--- config.mk ---
export PLATFORM = sky130hd
export DESIGN_NAME = wr_poll_status
export DESIGN_NICKNAME = d
export VERILOG_FILES = /design/src/rtl/wsp_pkg.sv /design/src/rtl/wsp_access_detect.sv /design/src/rtl/wsp_toggle_gen.sv /design/src/rtl/wsp_out_stage.sv /design/src/rtl/wr_poll_status.sv
export SDC_FILE = /design/constraint.sdc
export NUM_CORES = 1
export LEC_CHECK = 0
export BUFFER_PORTS_ARGS = -buffer_cell sky130_fd_sc_hd__buf_4
export CAP_MARGIN = 5
export CORE_AREA = 4 4 41 43
export CTS_CLUSTER_DIAMETER = 30
export DETAILED_ROUTE_END_ITERATION = 12
export DIE_AREA = 0 0 45 47
export PLACE_DENSITY = 0.61
export SYNTH_ARGS = -nofsm -noshare
export SYNTH_HDL_FRONTEND = slang
export SYNTH_SLANG_ARGS = --single-unit
--- constraint.sdc ---
create_clock -name clk -period 1.9 [get_ports clk]
set_input_delay 0 -clock clk [delete_from_list [all_inputs] [get_ports clk]]
set_output_delay 0 -clock clk [all_outputs]
set_load 0.02 [all_outputs]
--- src/rtl/wsp_pkg.sv ---
package wsp_pkg;

    typedef enum logic [1:0] {
        VIEW_OFF    = 2'd0,
        VIEW_ARRAY  = 2'd1,
        VIEW_STATUS = 2'd2
    } view_e;

    typedef struct packed {
        logic act;
    } acc_st_t;

    typedef struct packed {
        logic tog;
    } tog_st_t;

endpackage

--- src/rtl/wsp_access_detect.sv ---
module wsp_access_detect (
    input  logic clk,
    input  logic rst_n,
    input  logic ce_n,
    input  logic oe_n,
    output logic acc_on,
    output logic acc_start
);
    import wsp_pkg::*;

    acc_st_t st_d, st_q;

    always_comb begin
        st_d      = st_q;
        acc_on    = !ce_n && !oe_n;
        acc_start = acc_on && !st_q.act;
        st_d.act  = acc_on;
    end

    always_ff @(posedge clk or negedge rst_n) begin
        if (!rst_n) st_q <= '0;
        else        st_q <= st_d;
    end
endmodule

--- src/rtl/wsp_toggle_gen.sv ---
module wsp_toggle_gen (
    input  logic clk,
    input  logic rst_n,
    input  logic acc_start,
    input  logic busy,
    output logic tog_next
);
    import wsp_pkg::*;

    tog_st_t st_d, st_q;

    always_comb begin
        st_d = st_q;
        if (acc_start && busy) st_d.tog = !st_q.tog;
        tog_next = st_d.tog;
    end

    always_ff @(posedge clk or negedge rst_n) begin
        if (!rst_n) st_q <= '0;
        else        st_q <= st_d;
    end
endmodule

--- src/rtl/wsp_out_stage.sv ---
module wsp_out_stage #(
    parameter int DATA_W = 8
) (
    input  logic              clk,
    input  logic              rst_n,
    input  logic              acc_on,
    input  logic              busy,
    input  logic              tog_next,
    input  logic [DATA_W-1:0] last_wr_data,
    input  logic [DATA_W-1:0] array_rd_data,
    output logic [DATA_W-1:0] rd_data,
    output logic              rd_data_en
);
    import wsp_pkg::*;

    localparam int POLL_BIT = DATA_W - 1;
    localparam int TOG_BIT  = DATA_W - 2;

    typedef struct packed {
        logic              en;
        logic [DATA_W-1:0] data;
        view_e             view;
    } out_st_t;

    out_st_t st_d, st_q;
    logic [DATA_W-1:0] status_word;

    generate
        for (genvar b = 0; b < DATA_W; b++) begin : g_stat
            if (b == POLL_BIT) begin : g_poll
                assign status_word[b] = !last_wr_data[POLL_BIT];
            end else if (b == TOG_BIT) begin : g_tog
                assign status_word[b] = tog_next;
            end else begin : g_resv
                assign status_word[b] = 1'b0;
            end
        end
    endgenerate

    always_comb begin
        st_d = st_q;
        if (!acc_on)   st_d.view = VIEW_OFF;
        else if (busy) st_d.view = VIEW_STATUS;
        else           st_d.view = VIEW_ARRAY;
        unique case (st_d.view)
            VIEW_STATUS: begin st_d.en = 1'b1; st_d.data = status_word;   end
            VIEW_ARRAY:  begin st_d.en = 1'b1; st_d.data = array_rd_data; end
            default:     begin st_d.en = 1'b0; st_d.data = '0;            end
        endcase
    end

    always_ff @(posedge clk or negedge rst_n) begin
        if (!rst_n) st_q <= '{en: 1'b0, data: '0, view: VIEW_OFF};
        else        st_q <= st_d;
    end

    assign rd_data    = st_q.data;
    assign rd_data_en = st_q.en;
endmodule

--- src/rtl/wr_poll_status.sv ---
module wr_poll_status #(
    parameter int DATA_W = 8
) (
    input  logic              clk,
    input  logic              rst_n,
    input  logic              ce_n,
    input  logic              oe_n,
    input  logic              prog_busy,
    input  logic [DATA_W-1:0] last_wr_data,
    input  logic [DATA_W-1:0] array_rd_data,
    output logic [DATA_W-1:0] rd_data,
    output logic              rd_data_en
);
    logic acc_on, acc_start, tog_next;

    wsp_access_detect u_acc (
        .clk       (clk),
        .rst_n     (rst_n),
        .ce_n      (ce_n),
        .oe_n      (oe_n),
        .acc_on    (acc_on),
        .acc_start (acc_start)
    );

    wsp_toggle_gen u_tog (
        .clk       (clk),
        .rst_n     (rst_n),
        .acc_start (acc_start),
        .busy      (prog_busy),
        .tog_next  (tog_next)
    );

    wsp_out_stage #(.DATA_W(DATA_W)) u_out (
        .clk           (clk),
        .rst_n         (rst_n),
        .acc_on        (acc_on),
        .busy          (prog_busy),
        .tog_next      (tog_next),
        .last_wr_data  (last_wr_data),
        .array_rd_data (array_rd_data),
        .rd_data       (rd_data),
        .rd_data_en    (rd_data_en)
    );
endmodule

# After elaboration in Yosys (flattened, before gate mapping)
# Index checks and enable logic that the tools add are counted.
# W data, S select, Z words.
totals:
  reg_bits: 11
  input_bits: 21
  output_inout_bits: 9
  wordCells: 18
classes:
  eq_ne: 2
  n_mux: 4
  reduce_logical: 8
ops:
  columns: ["op", "count"]
  rows:
  - ["$pmux W9 S2", 1]
  - ["$logic_not A1 Y1", 5]
  - ["$mux W2", 2]
  - ["$logic_and A1 B1 Y1", 3]
  - ["$eq A2 B1 Y1 const B", 1]
  - ["$eq A2 B2 Y1 const B", 1]
  - ["$mux W1", 1]

# Longest topological paths before layout
# Gate-level depths: netlist (run 1).
logic_depth:
  ltp_word: 6
  ltp_mapped: 2
  ltp_nobuf: 2

# Modules after synthesis
# From an unflattened synthesis (run 1), not the netlist that was laid out.
hier_totals:
  cells_unflattened: 27
  hier_area_um2: 381.6
by_module_without_submodules:
  columns: ["mod", "instances", "cells_per_inst", "area_per_inst_um2", "seq_area_each_um2"]
  rows:
  - ["wsp_out_stage", 1, 21, 305.3, 225.2]
  - ["wsp_access_detect", 1, 3, 38.8, 25.0]
  - ["wsp_toggle_gen", 1, 3, 37.5, 25.0]

# Worst setup path before layout (run 1)
# Ideal clock, no wire load.
synth_timing:
  kind: "reg-to-reg"
  from: "reg u_acc.st_q"
  to: "reg u_tog.st_q"
  setup_time_ps: 79
  arrival_time_ps: 809
  required_ps: 1821
  slack_ps: 1012
  path_stages_with_launch: 3
  n_path_buf: 0
  synth_period_minus_slack_ps: 888
  cell_sequence: "dfrtp_1 > nor4b_2 > xor2_1"
synth_between:
  elab_chain_len: 4
synth_rtl:
  columns: ["element", "line", "rtl"]
  rows:
  - ["start, declared", "wsp_access_detect.sv:11", "acc_st_t st_d, st_q;"]
  - ["start signal, assigned", "wsp_access_detect.sv:22", "else st_q <= st_d;"]
  - ["$logic_not A1 Y1", "wsp_access_detect.sv:16", "acc_start = acc_on && !st_q.act;"]
  - ["$logic_and A1 B1 Y1", "wsp_access_detect.sv:16", null]
  - ["$logic_and A1 B1 Y1", "wsp_toggle_gen.sv:14", "if (acc_start && busy) st_d.tog = !st_q.tog;"]
  - ["$mux W1", "wsp_toggle_gen.sv:14", null]
  - ["net tog_next", "wr_poll_status.sv:14", "logic acc_on, acc_start, tog_next;"]
  - ["end signal, assigned", "wsp_toggle_gen.sv:20", "else st_q <= st_d;"]
  - ["end, declared", "wsp_toggle_gen.sv:10", "tog_st_t st_d, st_q;"]
# The timed path passes the listed nets, and every way through them passes these cells.

==> impl_summary.log, run 1 <==
[metrics] number of cells on the worst reg-to-reg path: 2
[metrics] power density relative to cell area: 708 mW/mm^2
[metrics] most area-hungry cell type in the Yosys netlist: dfrtp_1
[metrics] number of rows in the core area: 13
[metrics] highest net fanout along the worst path: 7
[metrics] wire length of the first global-routing pass: between 1000 and 1500 um
[metrics] via-per-instance ratio: ~4.4
[metrics] # resized after CTS: 0
[metrics] synth warn: 0
[metrics] Detailed Route WL: a little over 900 um
[metrics] Detailed Routing Iterations Pass 1: 2
[metrics] area fraction of the dominant cell type after synthesis: between 70 and 80%
[metrics] routed wirelength normalized by instance count: between 10 and 15 um
[metrics] worst-case clock buffer depth: 2
[metrics] critical path endpoint category: flop
[metrics] top flip-flop cell by instance count after synthesis: dfrtp_1
[metrics] initial core utilization: 30.0%
[metrics] Floorplan Core Area: between 0.001 and 0.0015 mm^2
[metrics] clock tree from TritonCTS: yes
[metrics] number of enable-type register cells in the synthesized netlist: 0
[metrics] Worst R2R End: u_tog.st_q
[metrics] I/O pin count: 30
[metrics] H-tree depth reported by CTS: 1
[metrics] data arrival time at the worst-slack endpoint: 1.68 ns
[metrics] Horiz. Die Dim: roughly 45 um
[metrics] portion of the clock cycle consumed by the worst path in the final layout: between 70% and 80%
[metrics] startpoint of the worst-slack reg-to-reg timing path: u_acc.st_q
[metrics] vias: ~350
[metrics] kind of path behind the tightest hold check: primary input to asynchronous set/reset pin
[metrics] timing endpoint of the critical path: u_out.rd_data[7]
[metrics] dpl cells: 64
[metrics] Crit Path Category: primary input to flop
[metrics] clock period minus worst slack: about 1.5 ns
[metrics] overall routing resource usage: around 10%
[metrics] cell count after synthesis: 27
[metrics] cell types with the highest counts after synthesis: 11 x dfrtp_1, 5 x and2_1, 3 x nor2_1
[metrics] post-synthesis cell type count: 10
[metrics] height of the die: around 47 um
[metrics] maximum clock frequency: about 670 MHz
[metrics] count leader, synth: dfrtp_1
[metrics] initial antenna violation count: 0
[metrics] final count of pins violating max slew: 0
[metrics] worst-path cell with the longest stage delay: dlygate4sd3_1
[metrics] total congestion overflow after global routing: 0
[metrics] Layout Nets: 88
[metrics] Worst Setup Slack post-DPL: about 0.93 ns
[metrics] largest net degree at the start of global routing: 12
[metrics] number of buffers added by the clock tree synthesis step: 3
[metrics] worst-case setup margin in the final layout: 0.412 ns
[metrics] last weighted congestion value of the routability-driven placer: about 0.65
[metrics] Post-Synthesis Mean Instance Area: between 10 and 15 um^2
[metrics] worst vdd rail ir drop: 433 uV
[metrics] sink count of the clock tree: 11
[metrics] result of the run: complete, no violations
[metrics] sort of element at the start of the critical path: primary input
[metrics] Total Die Area: 0.00212 mm^2
[metrics] unrepaired setup endpoints after global routing: false
[metrics] IO buf count: 22
[metrics] Total Power: around 520 uW
[metrics] startpoint of the most critical setup path: oe_n
[metrics] static leakage power: approximately 0.00037 uW
[metrics] post-synth design cell area: ~390 um^2
[metrics] DRC violation count after routing: 0
[metrics] CP Data Required Time: about 2.1 ns
[metrics] hold slack: between 0.1 and 0.15 ns
[metrics] proportion of layout cells with a drive suffix above 1: about two fifths
[metrics] Root Buffer Master: clkbuf_4
[metrics] flip-flop and latch count after synthesis: 11
[metrics] Final HPWL DP: 609 um
[metrics] worst clock skew: approximately 0.0001 ns
[metrics] final total negative setup slack: 0 ns
[metrics] Worst Tran Pin Value: 0.392 ns
[metrics] Seq/Total Area, Yosys: 70.5%
[metrics] Clock transition at path regs: 0.07 ns
[metrics] via count of the first global-routing pass: around 350
[metrics] first-iteration detailed-routing DRC count: 2
[metrics] diodes inserted: 0
[metrics] Critical Path, Cell by Cell: dlygate4sd3_1 -> buf_4 -> a2111oi_0 -> dlygate4sd3_1
[metrics] Synth async-reset ratio: 100%
[metrics] Syn Nets: 48
[metrics] Slew Limit Headroom: 73.7%
[metrics] clock latency at the later pin of the worst-skew pair: ~0.25 ns
[metrics] synth-to-layout area growth: 87.2%
[metrics] final standard cell count with taps included and fillers excluded: a little over 80
[metrics] most prevalent standard cell on the critical path: dlygate4sd3_1
[metrics] final hold viol count: 0
[metrics] setup slack of the most critical reg-to-reg path: 0.93 ns
[metrics] number of nets with antenna violations after routing: 0
[metrics] max_cap viols: 0
[metrics] setup repair bufs after CTS: 0
[metrics] number of hold-repair buffers added at the cts stage: 13
[metrics] leading cell types by total area after synthesis: dfrtp_1 71%, and2_1 8.0%, nor4b_1 4.5%
[metrics] setup violators final: 0
[metrics] CP max stage delay: around 0.61 ns
## cell usage in the layout (no fill, tap or decap), types with 2 or more instances in the layout
cell / instances
nor4b_1: 2
dlygate4sd3_1: 13
buf_4: 22
dfrtp_1: 11
clkbuf_4: 3
and2_1: 5
nor2_1: 3
## area by class of cell
cell class                      instances  area (um^2)
Sequential cell                        11          275
Multi-Input combinational cell         16          115
Clock buffer                            4         26.3
Timing Repair Buffer                   35          295
Fill cell                             121          571
Tap cell                               15         18.8
## critical path: cells and delay by family
| kind | cells | cell delay (ns) |
|---|---|---|
| AO/OA/AOI/OAI | 1 | 0.37 |
| buffers and inverters | 3 | 1.31 |
## per-stage QoR
step	area [um^2]	util, %
2_1_floorplan	390	-
3_3_place_gp	574	44.1
3_5_place_dp	574	44.1
4_1_cts	731	56.2
5_1_grt	731	56.2
6_report	731	56.2
## report_power, final
part	internal (uW)	switching, uW
logic	61.8	39.8
registers	254	11.6
clock network	81.0	69.3
## metal layers
metal  track usage, %  share of wire [%]  up-vias
li1                 -                  -      174
met1             10.2                 37      163
met2             18.1                 53       16
met3             4.60                 10        0
met4             5.26                  0        0
met5                0                  0        -
## registers in the layout, summed over array words and instances (netlist names)
signal	flops
u_acc.st_q	1
u_out.rd_data	8
u_out.rd_data_en	1
u_tog.st_q	1
## how the worst min path moves through the flow
stage | startpoint | to | slack, ns | cells after the start
after floorplan | rst_n | u_acc.st_q | -0.30 | 0
after global placement | rst_n | u_out.rd_data[2] | -0.16 | 1
after detailed placement | rst_n | u_out.rd_data[2] | -0.16 | 1
after CTS | rst_n | u_out.rd_data[2] | 0.10 | 2
after global routing | rst_n | u_out.rd_data[2] | 0.11 | 2
final | rst_n | u_out.rd_data[2] | 0.10 | 2
## logic make-up (layout without fill, tap and decap cells)
group	Yosys count	in the layout	synth area share [%]
buffers and inverters	0	39	0
and+or+nand+nor	12	12	20.5
xor gates and xnor gates	2	2	4.49
AOI/OAI and AO/OA	2	2	4.49
DFF	11	11	70.5
No activity file was read; power rests on OpenSTA's default activity.
==> run 2: changes to the inputs <==
==> constraint.sdc (replaced) <==
create_clock -name clk -period 1.4 [get_ports clk]
set_input_delay 0 -clock clk [delete_from_list [all_inputs] [get_ports clk]]
set_output_delay 0 -clock clk [all_outputs]
set_load 0.02 [all_outputs]
==> impl_summary.log, run 2 (synthesis gave the netlist of run 1 again) <==
[metrics] kind of path behind the tightest hold check: primary input to flop
[metrics] worst-case clock buffer depth: 2
[metrics] IO buf count: 22
[metrics] origin of the worst min-delay path: array_rd_data[2]
[metrics] Clock transition at path regs: ~0.070 ns
[metrics] diodes inserted: 0
[metrics] setup slack of the most critical reg-to-reg path: roughly 0.43 ns
[metrics] number of nets with antenna violations after routing: 0
[metrics] first-iteration detailed-routing DRC count: 2
[metrics] Worst Setup Slack post-DPL: between 0.4 and 0.5 ns
[metrics] static leakage power: between 0.0003 and 0.0004 uW
[metrics] wire length of the first global-routing pass: 1400 um
[metrics] DRC violation count after routing: 0
[metrics] startpoint of the worst-slack reg-to-reg timing path: u_acc.st_q
[metrics] initial core utilization: 30.0%
[metrics] critical path endpoint category: flop
[metrics] proportion of layout cells with a drive suffix above 1: about 42%
[metrics] Horiz. Die Dim: ~45 um
[metrics] H-tree depth reported by CTS: 1
[metrics] Crit Path Category: primary input to flop
[metrics] hold slack: about 0.013 ns
[metrics] power density relative to cell area: 983 mW/mm^2
[metrics] final hold viol count: 0
[metrics] Total Die Area: about 0.0021 mm^2
[metrics] sort of element at the start of the critical path: primary input
[metrics] via-per-instance ratio: between 4 and 5
[metrics] number of cells on the worst reg-to-reg path: 2
[metrics] data arrival time at the worst-slack endpoint: around 1.3 ns
[metrics] last weighted congestion value of the routability-driven placer: approximately 0.65
[metrics] Layout Nets: 86
[metrics] maximum clock frequency: a little under 900 MHz
[metrics] worst-case setup margin in the final layout: 0.267 ns
[metrics] worst vdd rail ir drop: 587 uV
[metrics] I/O pin count: 30
[metrics] result of the run: complete, no violations
[metrics] number of buffers added by the clock tree synthesis step: 3
[metrics] height of the die: roughly 47 um
[metrics] Slew Limit Headroom: ~74%
[metrics] setup violators final: 0
[metrics] most common cell after layout, fill and taps aside: buf_4
[metrics] portion of the clock cycle consumed by the worst path in the final layout: between 80 and 90%
[metrics] Detailed Routing Iterations Pass 1: 2
[metrics] dpl cells: 64
[metrics] max FFs per register: 8
[metrics] synth-to-layout area growth: 82.1%
[metrics] Root Buffer Master: clkbuf_4
[metrics] final total negative setup slack: 0 ns
[metrics] Detailed Route WL: approximately 890 um
[metrics] highest net fanout along the worst path: 7
[metrics] clock latency at the later pin of the worst-skew pair: between 0.2 and 0.3 ns
[metrics] via count of the first global-routing pass: around 330
[metrics] CP Data Required Time: 1.60 ns
[metrics] sink count of the clock tree: 11
[metrics] Worst Tran Pin Value: a little under 0.4 ns
[metrics] final standard cell count with taps included and fillers excluded: 79
[metrics] unrepaired setup endpoints after global routing: false
[metrics] largest net degree at the start of global routing: 12
[metrics] overall routing resource usage: between 10% and 20%
[metrics] Final HPWL DP: 609 um
[metrics] clock tree from TritonCTS: yes
[metrics] Hold Path Stages: 2
[metrics] top library cells by usage in the layout, fill and taps aside: 22 x buf_4, 11 x dlygate4sd3_1, 11 x dfrtp_1, 5 x and2_1
[metrics] final count of pins violating max slew: 0
[metrics] total congestion overflow after global routing: 0
[metrics] worst clock skew: between 0.00009 and 0.0001 ns
[metrics] clock period minus worst slack: ~1.1 ns
[metrics] number of rows in the core area: 13
[metrics] max_cap viols: 0
[metrics] routed wirelength normalized by instance count: 11.3 um
[metrics] initial antenna violation count: 0
[metrics] Floorplan Core Area: ~0.0013 mm^2
[metrics] Min-Delay Endpoint: u_out.rd_data[2]
[metrics] # resized after CTS: 0
[metrics] Worst R2R End: u_tog.st_q
[metrics] vias: 345
## run 2: worst max path at each step
stage / from / to / slack, ns / depth (start not counted)
finish: oe_n / u_out.rd_data_en / 0.27 / 4
global route: oe_n / u_out.rd_data_en / 0.22 / 4
CTS: oe_n / u_out.rd_data_en / 0.28 / 4
detailed placement: u_acc.st_q / u_tog.st_q / 0.43 / 2
global placement: u_acc.st_q / u_tog.st_q / 0.46 / 2
floorplan: u_acc.st_q / u_tog.st_q / 0.51 / 2
## run 2: power by group
part | leakage (uW) | internal [uW] | total [uW] | switching (uW)
Clock | 0.0000150 | 110 | 204 | 94.0
Combinational | 0.000195 | 81.3 | 135 | 53.4
Sequential | 0.000147 | 344 | 360 | 15.7
Total | 0.000356 | 536 | 699 | 163
## run 2: stage by stage
step / total power, uW / utilization [%] / cell area [um^2]
6_report: 699 / 54.6 / 711
5_1_grt: 743 / 54.6 / 711
4_1_cts: 709 / 54.6 / 711
3_5_place_dp: 478 / 44.1 / 574
3_3_place_gp: 476 / 44.1 / 574
2_1_floorplan: 414 / - / 390
## run 2: timing repair
action,4_1_cts,5_1_grt
endpoints found under the setup margin,0,0
hold buffers,11,0
hold endpoints to repair,20,0
setup buffers,0,0
## run 2: layout make-up
cell class / instances / area, um^2
Clock buffer: 4 / 26.3
Tap cell: 15 / 18.8
Timing Repair Buffer: 33 / 275
Sequential cell: 11 / 275
Multi-Input combinational cell: 16 / 115
Fill cell: 123 / 591
## run 2: layer usage
layer	GRT usage, %	up-vias	share of wire (%)	wire, um
met2	17.5	16	53	469
met4	5.26	0	0	0
li1	-	170	-	-
met3	4.60	0	11	95
met5	0	-	0	0
met1	9.95	159	37	329
## run 2: worst max-delay path: stages
cell	delay (ns)
dlygate4sd3_1	0.54
buf_4	0.16
nor2_1	0.09
dlygate4sd3_1	0.54
==> run 3: changes to the inputs <==
--- a/config.mk
+++ b/config.mk
@@ -11,7 +11,7 @@
 export CTS_CLUSTER_DIAMETER = 30
 export DETAILED_ROUTE_END_ITERATION = 12
 export DIE_AREA = 0 0 45 47
-export PLACE_DENSITY = 0.61
+export PLACE_DENSITY = 0.64
 export SYNTH_ARGS = -nofsm -noshare
 export SYNTH_HDL_FRONTEND = slang
 export SYNTH_SLANG_ARGS = --single-unit
==> constraint.sdc (replaced) <==
create_clock -name clk -period 1 [get_ports clk]
set_input_delay 0 -clock clk [delete_from_list [all_inputs] [get_ports clk]]
set_output_delay 0 -clock clk [all_outputs]
set_load 0.02 [all_outputs]
==> impl_summary.log, run 3 (synthesis gave the netlist of run 1 again) <==
[metrics] max FFs per register: 8
[metrics] most common cell after layout, fill and taps aside: buf_4
[metrics] portion of total power attributed to combinational logic: 19.3%
[metrics] share of total power consumed by net switching: 24.3%
[metrics] initial antenna violation count: 0
[metrics] Total Die Area: ~0.0021 mm^2
[metrics] result of the run: complete, no violations
[metrics] sort of element at the start of the critical path: flop
[metrics] Final Util: a little over half
[metrics] static leakage power: between 0.0003 and 0.0004 uW
[metrics] via count of the first global-routing pass: approximately 390
[metrics] final count of pins violating max slew: 0
[metrics] number of rows in the core area: 13
[metrics] kind of path behind the tightest hold check: primary input to flop
[metrics] H-tree depth reported by CTS: 1
[metrics] worst-path cell with the longest stage delay: dfrtp_1
[metrics] diodes inserted: 0
[metrics] worst-case setup margin in the final layout: ~0.045 ns
[metrics] worst-case clock buffer depth: 2
[metrics] count of filler cells inserted in the layout: 122
[metrics] CP Buf/Inv Count: 0
[metrics] highest net fanout along the worst path: 2
[metrics] wire length of the first global-routing pass: between 1500 and 2000 um
[metrics] Crit Path Category: flop to flop
[metrics] routed wirelength normalized by instance count: 13.2 um
[metrics] Reg power frac: about half
[metrics] last weighted congestion value of the routability-driven placer: between 0.6 and 0.7
[metrics] overall routing resource usage: between 10% and 20%
[metrics] I/O pin count: 30
[metrics] critical path endpoint category: flop
[metrics] clock tree from TritonCTS: yes
[metrics] Detailed Routing Iterations Pass 1: 4
[metrics] CP Data Required Time: approximately 1.2 ns
[metrics] Worst Tran Pin Value: roughly 0.44 ns
[metrics] max_cap viols: 0
[metrics] Worst Setup Slack post-DPL: ~0.067 ns
[metrics] height of the die: ~47 um
[metrics] proportion of layout cells with a drive suffix above 1: about 44%
[metrics] power share of the clock group: between 20% and 30%
[metrics] setup repair bufs after CTS: 0
[metrics] final hold viol count: 0
[metrics] Detailed Route WL: around 1000 um
[metrics] portion of the clock cycle consumed by the worst path in the final layout: 95.5%
[metrics] initial core utilization: around 30%
[metrics] Clock transition at path regs: roughly 0.06 ns
[metrics] maximum clock frequency: about 1000 MHz
[metrics] clock period minus worst slack: roughly 0.95 ns
[metrics] number of nets with antenna violations after routing: 0
[metrics] Floorplan Core Area: 0.00130 mm^2
[metrics] final total negative setup slack: 0 ns
[metrics] total congestion overflow after global routing: 0
[metrics] IO buf count: 22
[metrics] Switching Power: 240 uW
[metrics] number of buffers added by the clock tree synthesis step: 3
[metrics] largest net degree at the start of global routing: 12
[metrics] via-per-instance ratio: ~4.5
[metrics] cell internal pwr: ~750 uW
[metrics] Seq. cell area: ~280 um^2
[metrics] CP max stage delay: roughly 0.4 ns
[metrics] data arrival time at the worst-slack endpoint: around 1.1 ns
[metrics] setup violators final: 0
[metrics] power density relative to cell area: 1400 mW/mm^2
[metrics] hold slack: 0.0127 ns
[metrics] synth-to-layout area growth: 81.1%
[metrics] vias: between 300 and 400
[metrics] Slew Limit Headroom: a little over two thirds
[metrics] unrepaired setup endpoints after global routing: false
[metrics] Critical Path, Cell by Cell: nor4b_2 -> xor2_1
[metrics] Total Power: slightly below 1000 uW
[metrics] Layout Nets: 85
[metrics] worst clock skew: approximately 0.00030 ns
[metrics] area taken by multi-input logic gates: between 100 and 150 um^2
[metrics] first-iteration detailed-routing DRC count: 3
[metrics] worst vdd rail ir drop: roughly 1100 uV
[metrics] top library cells by usage in the layout, fill and taps aside: 22 x buf_4, 11 x dfrtp_1, 10 x dlygate4sd3_1, 5 x and2_1
[metrics] Worst path top cell family by delay: flip-flops
[metrics] Root Buffer Master: clkbuf_4
[metrics] clock latency at the later pin of the worst-skew pair: roughly 0.26 ns
[metrics] Horiz. Die Dim: ~45 um
[metrics] sink count of the clock tree: 11
[metrics] DRC violation count after routing: 0
[run 3: worst register-to-register path, stage by stage, from the launching register on]
cell and delay, ns:
dfrtp_1 0.41, nor4b_2 0.30, xor2_1 0.17
[run 3: per-stage QoR]
stage / instance area (um^2) / std cells
3_5_place_dp: 574 / 64
2_1_floorplan: 390 / 27
3_3_place_gp: 574 / 64
6_report: 707 / 78
5_1_grt: 707 / 78
4_1_cts: 691 / 77
[run 3: final timing paths]
path                                  start          endpoint  slack (ns)  cells after the start
setup reg to reg                 u_acc.st_q        u_tog.st_q        0.05                      2
hold / removal             array_rd_data[2]  u_out.rd_data[2]        0.01                      2
min in group asynchronous             rst_n  u_out.rd_data[3]        0.15                      2
max in group asynchronous             rst_n  u_out.rd_data[4]        0.70                      2
setup / recovery                 u_acc.st_q        u_tog.st_q        0.05                      2
hold reg to reg                  u_tog.st_q        u_tog.st_q        0.51                      1
[run 3: what timing repair did]
| item | 4_1_cts | 5_1_grt |
|---|---|---|
| hold buffers | 9 | 1 |
| setup endpoints to repair | 0 | 1 |
| resized for setup | 0 | 2 |
| hold endpoints to repair | 20 | 4 |
[run 3: power groups by stage]
stage	sequential, uW	combinational [uW]	clock (uW)
2_1_floorplan	530	49.0	0
3_3_place_gp	515	153	0
3_5_place_dp	515	155	0
4_1_cts	507	183	298
5_1_grt	515	206	319
6_report	509	191	289
[run 3: final cells by class]
| type | instances | share of cell area [%] |
|---|---|---|
| well taps | 15 | 2.65 |
| multi-input cells | 16 | 17.2 |
| clock buffers | 4 | 3.72 |
| flip-flops and latches | 11 | 38.9 |
| repair buffers | 32 | 37.5 |
[run 3: metal layers]
layer / track usage, % / part of all wire (%) / up-vias
met2: 20.1 / 53 / 17
met1: 11.8 / 37 / 165
met5: 0 / 0 / -
met4: 6.43 / 2.5 / 0
met3: 3.45 / 7.8 / 2
li1: - / - / 167
